--- src/rtl/convseq_pkg.sv ---
`timescale 1ns/1ps
package convseq_pkg;

    typedef enum logic [1:0] {
        PH_IDLE   = 2'd0,
        PH_FIRST  = 2'd1,
        PH_SAMPLE = 2'd2,
        PH_CONV   = 2'd3
    } phase_e;

    // Sampling adder minus one: short range 3,5,7,9; long range 13,17,21,25.
    function automatic logic [4:0] adder_minus1(input logic long_rng, input logic [1:0] sel);
        logic [4:0] v;
        if (long_rng) v = 5'd12 + {1'b0, sel, 2'b00};
        else          v = 5'd2  + {2'b00, sel, 1'b0};
        return v;
    endfunction

    // log2 of the number of averaged samples.
    function automatic logic [2:0] avg_shift(input logic en, input logic [1:0] cnt);
        return en ? (3'd2 + {1'b0, cnt}) : 3'd0;
    endfunction

endpackage

--- src/rtl/convseq_cfg.sv ---
`timescale 1ns/1ps
module convseq_cfg #(
    parameter int CHAN_W       = 5,
    parameter int CODE_W       = 12,
    parameter int CNT_W        = 5,
    parameter int IDX_W        = 5,
    parameter int SH_W         = 3
) (
    input  logic              clk,
    input  logic              rst_n,
    input  logic              load_i,
    input  logic [CHAN_W-1:0] chan_i,
    input  logic              long_i,
    input  logic [1:0]        sel_i,
    input  logic              avg_en_i,
    input  logic [1:0]        avg_cnt_i,
    input  logic [1:0]        res_i,
    output logic [CHAN_W-1:0] chan_o,
    output logic [CNT_W-1:0]  adder_m1_o,
    output logic [IDX_W-1:0]  last_idx_o,
    output logic [SH_W-1:0]   shift_o,
    output logic [CODE_W-1:0] mask_o
);
    import convseq_pkg::*;

    localparam int RES_LO  = CODE_W - 4;
    localparam int RES_MID = CODE_W - 2;

    typedef struct packed {
        logic [CHAN_W-1:0] chan;
        logic [CNT_W-1:0]  adder_m1;
        logic [IDX_W-1:0]  last_idx;
        logic [SH_W-1:0]   shift;
        logic [CODE_W-1:0] mask;
    } cfg_t;

    cfg_t cfg_d, cfg_q;

    always_comb begin
        logic [2:0] sh;
        cfg_d = cfg_q;
        sh    = avg_shift(avg_en_i, avg_cnt_i);
        if (load_i) begin
            cfg_d.chan     = chan_i;
            cfg_d.adder_m1 = CNT_W'(adder_minus1(long_i, sel_i));
            cfg_d.shift    = SH_W'(sh);
            cfg_d.last_idx = ~({IDX_W{1'b1}} << sh);
            case (res_i)
                2'd0:    cfg_d.mask = {CODE_W{1'b1}} >> (CODE_W - RES_LO);
                2'd1:    cfg_d.mask = {CODE_W{1'b1}} >> (CODE_W - RES_MID);
                default: cfg_d.mask = {CODE_W{1'b1}};
            endcase
        end
    end

    always_ff @(posedge clk or negedge rst_n) begin
        if (!rst_n) cfg_q <= '0;
        else        cfg_q <= cfg_d;
    end

    assign chan_o     = cfg_q.chan;
    assign adder_m1_o = cfg_q.adder_m1;
    assign last_idx_o = cfg_q.last_idx;
    assign shift_o    = cfg_q.shift;
    assign mask_o     = cfg_q.mask;

endmodule

--- src/rtl/convseq_ctrl.sv ---
`timescale 1ns/1ps
module convseq_ctrl #(
    parameter int FIRST_TICKS = 6,
    parameter int BASE_TICKS  = 25,
    parameter int CNT_W       = 5,
    parameter int IDX_W       = 5
) (
    input  logic             clk,
    input  logic             rst_n,
    input  logic             tick_i,
    input  logic             start_ok_i,
    input  logic [CNT_W-1:0] adder_m1_i,
    input  logic [IDX_W-1:0] last_idx_i,
    output logic             busy_o,
    output logic             smp_o,
    output logic             cnv_o,
    output logic             capture_o,
    output logic             final_o
);
    import convseq_pkg::*;

    localparam logic [CNT_W-1:0] FIRST_LAST = CNT_W'(FIRST_TICKS - 1);
    localparam logic [CNT_W-1:0] BASE_LAST  = CNT_W'(BASE_TICKS - 1);

    typedef struct packed {
        phase_e           phase;
        logic [CNT_W-1:0] cnt;
        logic [IDX_W-1:0] idx;
    } seq_t;

    seq_t seq_d, seq_q;
    logic cap_w, fin_w;

    always_comb begin
        seq_d = seq_q;
        cap_w = 1'b0;
        fin_w = 1'b0;
        case (seq_q.phase)
            PH_IDLE: begin
                if (start_ok_i) begin
                    seq_d.phase = PH_FIRST;
                    seq_d.cnt   = '0;
                    seq_d.idx   = '0;
                end
            end
            PH_FIRST: begin
                if (tick_i) begin
                    if (seq_q.cnt == FIRST_LAST) begin
                        seq_d.phase = PH_SAMPLE;
                        seq_d.cnt   = '0;
                    end else begin
                        seq_d.cnt = seq_q.cnt + 1'b1;
                    end
                end
            end
            PH_SAMPLE: begin
                if (tick_i) begin
                    if (seq_q.cnt == adder_m1_i) begin
                        seq_d.phase = PH_CONV;
                        seq_d.cnt   = '0;
                    end else begin
                        seq_d.cnt = seq_q.cnt + 1'b1;
                    end
                end
            end
            PH_CONV: begin
                if (tick_i) begin
                    if (seq_q.cnt == BASE_LAST) begin
                        cap_w     = 1'b1;
                        seq_d.cnt = '0;
                        if (seq_q.idx == last_idx_i) begin
                            fin_w       = 1'b1;
                            seq_d.phase = PH_IDLE;
                        end else begin
                            seq_d.idx   = seq_q.idx + 1'b1;
                            seq_d.phase = PH_SAMPLE;
                        end
                    end else begin
                        seq_d.cnt = seq_q.cnt + 1'b1;
                    end
                end
            end
            default: seq_d.phase = PH_IDLE;
        endcase
    end

    always_ff @(posedge clk or negedge rst_n) begin
        if (!rst_n) seq_q <= '{phase: PH_IDLE, cnt: '0, idx: '0};
        else        seq_q <= seq_d;
    end

    assign busy_o    = (seq_q.phase != PH_IDLE);
    assign smp_o     = (seq_q.phase == PH_SAMPLE);
    assign cnv_o     = (seq_q.phase == PH_CONV);
    assign capture_o = cap_w;
    assign final_o   = fin_w;

endmodule

--- src/rtl/convseq_accum.sv ---
`timescale 1ns/1ps
module convseq_accum #(
    parameter int CODE_W = 12,
    parameter int ACC_W  = 17,
    parameter int SH_W   = 3
) (
    input  logic              clk,
    input  logic              rst_n,
    input  logic              clear_i,
    input  logic              capture_i,
    input  logic              final_i,
    input  logic [CODE_W-1:0] code_i,
    input  logic [SH_W-1:0]   shift_i,
    input  logic [CODE_W-1:0] mask_i,
    output logic [CODE_W-1:0] result_o,
    output logic              done_o
);
    typedef struct packed {
        logic [ACC_W-1:0]  sum;
        logic [CODE_W-1:0] result;
        logic              done;
    } acc_t;

    acc_t acc_d, acc_q;

    always_comb begin
        logic [ACC_W-1:0] total;
        logic [ACC_W-1:0] avg;
        acc_d      = acc_q;
        acc_d.done = 1'b0;
        total      = acc_q.sum + ACC_W'(code_i);
        avg        = total >> shift_i;
        if (clear_i) begin
            acc_d.sum = '0;
        end else if (capture_i) begin
            acc_d.sum = total;
        end
        if (final_i) begin
            acc_d.result = avg[CODE_W-1:0] & mask_i;
            acc_d.done   = 1'b1;
        end
    end

    always_ff @(posedge clk or negedge rst_n) begin
        if (!rst_n) acc_q <= '0;
        else        acc_q <= acc_d;
    end

    assign result_o = acc_q.result;
    assign done_o   = acc_q.done;

endmodule

--- src/rtl/convseq_top.sv ---
`timescale 1ns/1ps
module convseq_top #(
    parameter int CHAN_W       = 5,
    parameter int CODE_W       = 12,
    parameter int FIRST_TICKS  = 6,
    parameter int BASE_TICKS   = 25,
    parameter int MAX_AVG_LOG2 = 5
) (
    input  logic              clk,
    input  logic              rst_n,
    input  logic              adck_en,
    input  logic              start_i,
    input  logic [CHAN_W-1:0] chan_i,
    input  logic              lsmp_long_i,
    input  logic [1:0]        smp_sel_i,
    input  logic              avg_en_i,
    input  logic [1:0]        avg_cnt_i,
    input  logic [1:0]        res_sel_i,
    input  logic [CODE_W-1:0] code_i,
    output logic [CHAN_W-1:0] chan_o,
    output logic              smp_o,
    output logic              cnv_o,
    output logic              busy_o,
    output logic              done_o,
    output logic [CODE_W-1:0] result_o
);
    localparam int CNT_MAX = (BASE_TICKS > 25) ? BASE_TICKS : 25;
    localparam int CNT_W   = $clog2(CNT_MAX + FIRST_TICKS);
    localparam int IDX_W   = MAX_AVG_LOG2;
    localparam int SH_W    = $clog2(MAX_AVG_LOG2 + 1);
    localparam int ACC_W   = CODE_W + MAX_AVG_LOG2;
    localparam logic [CHAN_W-1:0] CHAN_OFF = {CHAN_W{1'b1}};

    logic             busy_w, start_ok_w, capture_w, final_w;
    logic [CNT_W-1:0] adder_m1_w;
    logic [IDX_W-1:0] last_idx_w;
    logic [SH_W-1:0]  shift_w;
    logic [CODE_W-1:0] mask_w;

    assign start_ok_w = start_i & ~busy_w & (chan_i != CHAN_OFF);

    convseq_cfg #(
        .CHAN_W(CHAN_W), .CODE_W(CODE_W), .CNT_W(CNT_W), .IDX_W(IDX_W), .SH_W(SH_W)
    ) cfg_i (
        .clk        (clk),
        .rst_n      (rst_n),
        .load_i     (start_ok_w),
        .chan_i     (chan_i),
        .long_i     (lsmp_long_i),
        .sel_i      (smp_sel_i),
        .avg_en_i   (avg_en_i),
        .avg_cnt_i  (avg_cnt_i),
        .res_i      (res_sel_i),
        .chan_o     (chan_o),
        .adder_m1_o (adder_m1_w),
        .last_idx_o (last_idx_w),
        .shift_o    (shift_w),
        .mask_o     (mask_w)
    );

    convseq_ctrl #(
        .FIRST_TICKS(FIRST_TICKS), .BASE_TICKS(BASE_TICKS), .CNT_W(CNT_W), .IDX_W(IDX_W)
    ) ctrl_i (
        .clk        (clk),
        .rst_n      (rst_n),
        .tick_i     (adck_en),
        .start_ok_i (start_ok_w),
        .adder_m1_i (adder_m1_w),
        .last_idx_i (last_idx_w),
        .busy_o     (busy_w),
        .smp_o      (smp_o),
        .cnv_o      (cnv_o),
        .capture_o  (capture_w),
        .final_o    (final_w)
    );

    convseq_accum #(
        .CODE_W(CODE_W), .ACC_W(ACC_W), .SH_W(SH_W)
    ) accum_i (
        .clk       (clk),
        .rst_n     (rst_n),
        .clear_i   (start_ok_w),
        .capture_i (capture_w),
        .final_i   (final_w),
        .code_i    (code_i),
        .shift_i   (shift_w),
        .mask_i    (mask_w),
        .result_o  (result_o),
        .done_o    (done_o)
    );

    assign busy_o = busy_w;

endmodule

--- config.mk ---
export PLATFORM = sky130hd
export DESIGN_NAME = convseq_top
export DESIGN_NICKNAME = d
export VERILOG_FILES = /design/src/rtl/convseq_pkg.sv /design/src/rtl/convseq_cfg.sv /design/src/rtl/convseq_ctrl.sv /design/src/rtl/convseq_accum.sv /design/src/rtl/convseq_top.sv
export SDC_FILE = /design/constraint.sdc
export NUM_CORES = 1
export LEC_CHECK = 0
export BUFFER_PORTS_ARGS = -buffer_cell sky130_fd_sc_hd__buf_4
export CAP_MARGIN = 10
export CORE_MARGIN = 10
export CORE_UTILIZATION = 49
export CTS_CLUSTER_SIZE = 10
export DETAILED_ROUTE_END_ITERATION = 7
export PLACE_DENSITY = 0.67
export SYNTH_ARGS = -nofsm -noshare
export SYNTH_HDL_FRONTEND = slang
export SYNTH_HIERARCHICAL = 1
export SYNTH_SLANG_ARGS = --single-unit
export TNS_END_PERCENT = 30
--- constraint.sdc ---
create_clock -name clk -period 2.7 [get_ports clk]
set_input_delay 0.27 -clock clk [delete_from_list [all_inputs] [get_ports clk]]
set_output_delay 0.27 -clock clk [all_outputs]
set_load 0.01 [all_outputs]
# After elaboration in Yosys (flattened, before gate mapping)
# Index checks and enable logic that the tools add are counted.
# word_totals
register_bits,72
latch_bits,0
ram_bits,0
rom_bits,0
inputBits,29
out_inout_bits,21
elab_cells,77
n_memories,0
# op_classes
n_addsub,6
multipliers,0
n_div,0
order_cmp,0
eq_ne,17
shift,2
n_mux,28
bitwise,5
n_reduce_logical,8
# op_table
cell,count
2-to-1 mux 17 bit,2
2-to-1 mux 5 bit,6
one-hot mux 7 bit (4 select lines),1
2-to-1 mux 12 bit,2
one-hot mux 12 bit (2 select lines),1
adder 17 x 12 -> 17 bit,1
right shift 17 x 3 -> 12 bit,1
2-to-1 mux 7 bit,2
bitwise AND 12 bit,1
adder 5 x 1 -> 5 bit (second input constant),2
== test 5 bit,2
one-hot mux 5 bit (2 select lines),1
2-to-1 mux 1 bit,8
2-to-1 mux 2 bit,4
inequality test 2 x 1 -> 1 bit (second input constant),4
inequality test 2 bit (second input constant),4
AND reduction 7 bit,1
nonzero test 2 bit,3
adder 4 x 4 -> 5 bit (first input constant),1
== test 5 x 3 -> 1 bit (second input constant),1
== test 5 bit (second input constant),1
inequality test 5 bit (second input constant),1
NOT 5 bit,1
AND reduction 5 bit,1
other kinds (10),14

# Longest topological paths before layout
# logic_depth
ltp_word,6
ltp_mapped,12

# By module
# Netlist, hierarchy kept.
# modules_own_cells
module,n_inst,cells_each,area_per_inst_um2,seq_area_each_um2
convseq_accum,1,346,2890.3,750.7
convseq_cfg,1,81,893.4,475.5
convseq_ctrl,1,94,858.3,300.3
convseq_top,1,3,18.8,0.0

# Worst setup path before layout
# OpenSTA, ideal clock, no wires.
# synth_timing
path_type,register to register
from,register accum_i/acc_q[13] in the netlist's numbering
to,register accum_i.acc_q (netlist bit accum_i/result_o[9])
setup_time_ns,0.065
arrival_time_ns,2.492
required_ns,2.635
slack_ns,0.143
stages_incl_launch_ff,13
path_buffers,1
path_cell_list,dfrtp_1 -> ha_1 -> inv_1 -> fa_1 -> nand2b_1 -> a21oi_1 -> o211a_1 -> o21a_1 -> buf_6 -> a211oi_1 -> or4_1 -> nand3_1 -> a31o_1
# synth_between
elab_chain_len,3
# synth_lines
item,line_no,source
"start, declared",convseq_accum.sv:24,"acc_t acc_d, acc_q;"
"start signal, assigned",convseq_accum.sv:45,if (!rst_n) acc_q <= '0;
"start signal, assigned",convseq_accum.sv:46,else acc_q <= acc_d;
adder 17 x 12 -> 17 bit,convseq_accum.sv:31,total = acc_q.sum + ACC_W'(code_i);
right shift 17 x 3 -> 12 bit,convseq_accum.sv:32,avg = total >> shift_i;
bitwise AND 12 bit,convseq_accum.sv:39,acc_d.result = avg[CODE_W-1:0] & mask_i;
# No other way between the ends.
# A chain may end at the register's enable or synchronous reset.

# Worst setup path in the final report
# layout_timing
from,register accum_i/acc_q[13] in the netlist's numbering
to,register accum_i.acc_q (netlist bit accum_i/result_o[6])
# The elaborated chain is that of the path after synthesis.

==> impl_table.tex <==
\begin{tabular}{lr}
\hline
Metric & Value \\
\hline
\multicolumn{2}{l}{\textbf{Run status}} \\
\quad Run status & finished with violations \\
\quad Failing checks & negative hold slack \\
\multicolumn{2}{l}{\textbf{Critical path}} \\
\quad Peak fanout along the critical path & 6 \\
\quad Data arrival time at the worst-slack endpoint & about 2.8 ns \\
\quad Worst Setup Path Type & flip-flop to flip-flop \\
\quad Largest stage delay, worst path & around 0.38 ns \\
\quad Critical Path Source Type & flip-flop \\
\quad Crit path capture type & flip-flop \\
\quad R2r setup slk & roughly 0.11 ns \\
\quad Cell Chain, Critical Path & ha\_2 > buf\_4 > a211oi\_4 > o211ai\_4 > a211o\_1 > a21oi\_2 > and4b\_1 > mux2\_4 > mux2i\_1 > o22ai\_1 \\
\quad Worst reg2reg path depth & 10 \\
\quad CP required & about 2.9 ns \\
\quad Slowest cell on the critical path & sky130\_fd\_sc\_hd\_\_dfrtp\_1 \\
\quad Reg2reg end & accum\_i/result\_o[6]\$\_DFFE\_PN0P\_ \\
\quad Origin of the critical flop-to-flop path & accum\_i/acc\_q[13]\$\_DFFE\_PN0P\_ \\
\multicolumn{2}{l}{\textbf{Final layout}} \\
\quad Count of nets after finishing & 604 \\
\quad Ratio of cells with drive above 1 in the final layout & 0.245 \\
\quad Area of combinational cells with multiple inputs & around 2800 um2 \\
\quad Most common library cell in the layout ignoring fill and taps & sky130\_fd\_sc\_hd\_\_buf\_4 \\
\quad Number of non-filler instances in the completed layout & $\sim$690 \\
\quad Area occupied by registers & 1530 um2 \\
\quad Final instance area & $\sim$5400 um2 \\
\quad Diode count & 0 \\
\quad Filler cell count & 843 \\
\quad Commonest cells after routing, fill and taps aside & 72 x sky130\_fd\_sc\_hd\_\_buf\_4, 61 x sky130\_fd\_sc\_hd\_\_dfrtp\_1, 38 x sky130\_fd\_sc\_hd\_\_nand2\_1, 36 x sky130\_fd\_sc\_hd\_\_nor2\_1, 33 x sky130\_fd\_sc\_hd\_\_inv\_1 \\
\quad Post-layout utilization of the core & 0.583 \\
\quad Area overhead of the layout relative to synthesis & 15.5\% \\
\multicolumn{2}{l}{\textbf{Timing}} \\
\quad Setup TNS & 0 ns \\
\quad Largest clock skew in the final design & between 0.01 and 0.015 ns \\
\quad Actual slew at the worst max-slew pin & roughly 0.8 ns \\
\quad Fmax & 0.386 GHz \\
\quad Number of max-slew violations in the final report & 0 \\
\quad Hold violation total from the final report & 10 \\
\quad RSZ-0062 raised after global routing & true \\
\quad Post-route worst hold slack & -0.0157 ns \\
\quad Setup-violating endpoint count in the final report & 0 \\
\quad Final critical-path share of the clock period & 0.960 \\
\quad Worst slew slack as a fraction of its limit & 0.473 \\
\quad Minimum clock period after layout & $\sim$2.6 ns \\
\multicolumn{2}{l}{\textbf{Route}} \\
\quad Residual DRC & 0 \\
\quad Drt initial violations & 202 \\
\quad Antenna-violating nets left & 0 \\
\quad First-pass DRT Iterations & 5 \\
\quad Avg Vias per Cell & 5.69 \\
\quad Average wire length per cell after detail routing & $\sim$16 um \\
\quad Number of vias in the routed layout & between 3000 and 4000 \\
\quad Post-detailed-routing wire length & 11200 um \\
\multicolumn{2}{l}{\textbf{Synth}} \\
\quad FFs w/ async S/R, synth & 1.00 \\
\quad EDFF count, synth & 0 \\
\quad Netlist Area Pre-Place & 4660 um2 \\
\quad Post-synth top flop & sky130\_fd\_sc\_hd\_\_dfrtp\_1 \\
\quad Count of state elements after synthesis & 61 \\
\quad Per-instance average area after synthesis & a little under 9 um2 \\
\quad Portion of the post-synthesis area used by sequential elements & 0.328 \\
\quad Cells after synthesis & 524 \\
\quad Unique cell type count in the Yosys netlist & between 80 and 90 \\
\quad Yosys warns & 6 \\
\quad Net Count, Synth & 572 \\
\multicolumn{2}{l}{\textbf{Die}} \\
\quad Starting utilization of the core area & 0.504 \\
\quad I/O pins & 50 \\
\quad Total number of placement rows & 35 \\
\quad Area of the die & 13800 um2 \\
\quad Core ar. & $\sim$9000 um2 \\
\quad Die outline width & roughly 120 um \\
\quad Height of the die & roughly 120 um \\
\multicolumn{2}{l}{\textbf{GRT}} \\
\quad GRT Residual Overflow & 0 \\
\quad First-pass GRT wire length & around 19000 um \\
\quad Maximum number of pins on one net before global-route repair & 62 \\
\quad Number of global-route vias before repair & slightly below 4000 \\
\quad Total global-route track usage & 0.161 \\
\quad Initial antenna violation count & 0 \\
\multicolumn{2}{l}{\textbf{Placed design}} \\
\quad Weighted congestion at the end of routability-driven global placement & 0.897 \\
\quad Area after detailed placement & around 5000 um2 \\
\quad Number of buffers added on ports & 49 \\
\quad DP Cell Count & around 670 \\
\quad Detailed placer's ending HPWL & between 8000 and 9000 um \\
\multicolumn{2}{l}{\textbf{Clocking}} \\
\quad CTS H-tree lvls & 3 \\
\quad TritonCTS Sinks & 61 \\
\quad Maximum clock path buffer count & 2 \\
\quad Post-CTS clock slew at the launch and capture registers of the worst setup and hold paths & $\sim$0.070 ns \\
\quad Worst-skew pair later-pin latency & around 0.35 ns \\
\quad Clock buffers created by TritonCTS & 9 \\
\quad Hold-fix buffer count after cts & 0 \\
\quad TritonCTS clock tree & built \\
\quad Cell at the root of the clock tree & sky130\_fd\_sc\_hd\_\_clkbuf\_8 \\
\multicolumn{2}{l}{\textbf{Flow run}} \\
\quad Number of max-capacitance violations reported & 0 \\
\multicolumn{2}{l}{\textbf{Power}} \\
\quad Worst VDD drop & 0.471 mV \\
\quad Pwr dens & a little over 700 nW/um2 \\
\quad Leakage power total & roughly 2.4 nW \\
\multicolumn{2}{l}{\textbf{Min path}} \\
\quad Path class of the lowest-slack min-delay path & input pin to asynchronous set/reset pin \\
\hline
\end{tabular}
[cell usage after synthesis, drive strengths merged (6+ instances only)]
cell type  number  area, um2
o21ai          25        125
clkbuf         12       45.0
inv            33        124
a211oi          8       65.1
a31oi           8       56.3
nor2           38        145
xnor2          15        131
a21oi          24        131
nand4           7       43.8
buf            39        279
xor2           11       96.3
o22ai           6       43.8
nor3            6       30.0
o211ai          7       81.3
nand2          39        149
ha             18        225
nand3          25        138
mux2           10        113
mux2i          20        200
nand2b         12       75.1
dfrtp          61       1530
a21o            9       67.6
or2             9       56.3
[repair_timing]
action / CTS / global route
setup endpoints to repair: 7 / 13
endpoints found under the hold margin: 0 / 0
resized for setup: 1 / 21
pin swaps: 0 / 10
setup buffers: 0 / 2
cloned: 0 / 0
[cell families (layout without fill, tap and decap cells)]
family / after synthesis / after routing / share of synthesized area
and+or+nand+nor: 169 / 169 / 0.191
AOI/OAI and AO/OA: 134 / 134 / 0.216
buffers and inverters: 84 / 120 / 0.0961
DFF: 61 / 61 / 0.328
muxes: 30 / 30 / 0.0671
xor gates and xnor gates: 26 / 26 / 0.0489
adders and majority gates: 19 / 19 / 0.0526
other: 1 / 1 / 0.000805
[routing by layer]
metal,GRT usage,share of wire
met1,0.200,0.44
met2,0.266,0.50
met3,0.0336,0.042
met4,0.0603,0.021
met5,0,0
[cell type report]
type                            instances  area share
Clock buffer                           12      0.0288
Sequential cell                        61       0.283
Tap cell                              129      0.0300
Timing Repair Buffer                   72       0.100
Inverter                               33      0.0230
Multi-Input combinational cell        379       0.526
Clock inverter                          3     0.00836
[stage by stage]
| step | setup WS (ns) | power (mW) |
|---|---|---|
| after floorplan | 0.143 | 2.48 |
| after global routing | -0.0464 | 4.08 |
| after global placement | -0.0708 | 2.87 |
| final | 0.107 | 3.81 |
| after CTS | 0.0107 | 3.77 |
| after detailed placement | -0.0960 | 2.91 |
[flip-flops by register name (all words and copies together) (netlist names)]
name,count
cfg_i/last_idx_o,5
accum_i/result_o,12
accum_i/done_o,1
accum_i/acc_q,17
cfg_i/shift_o,2
ctrl_i/seq_q,12
cfg_i/adder_m1_o,4
cfg_i/chan_o,5
cfg_i/mask_o,3
[worst max-delay path by stage]
stage                                   from                               end  slack [ns]  depth (start not counted)
2_1_floorplan  accum_i/acc_q[13]$_DFFE_PN0P_   accum_i/result_o[9]$_DFFE_PN0P_        0.14                         12
3_3_place_gp                       code_i[0]   accum_i/result_o[9]$_DFFE_PN0P_       -0.07                         12
3_5_place_dp                       code_i[0]  accum_i/result_o[10]$_DFFE_PN0P_        -0.1                         12
4_1_cts        accum_i/acc_q[13]$_DFFE_PN0P_  accum_i/result_o[10]$_DFFE_PN0P_        0.01                         11
5_1_grt        accum_i/acc_q[13]$_DFFE_PN0P_   accum_i/result_o[6]$_DFFE_PN0P_       -0.05                         10
6_report       accum_i/acc_q[13]$_DFFE_PN0P_   accum_i/result_o[6]$_DFFE_PN0P_        0.11                         10
[report_power, final]
part | switching [mW] | internal [mW] | leakage (nW)
Combinational | 0.886 | 0.740 | 1.54
Sequential | 0.233 | 1.11 | 0.772
Clock | 0.372 | 0.472 | 0.0947
Total | 1.49 | 2.32 | 2.41
[critical path, delay by kind of cell (launching register included)]
family | cells | cell delay (ns)
simple gates | 1 | 0.24
fa+ha+maj | 1 | 0.18
compound gates | 5 | 1.11
buf+inv | 1 | 0.14
flops | 1 | 0.38
mux | 2 | 0.44
Power figures use the tool's default switching activity.
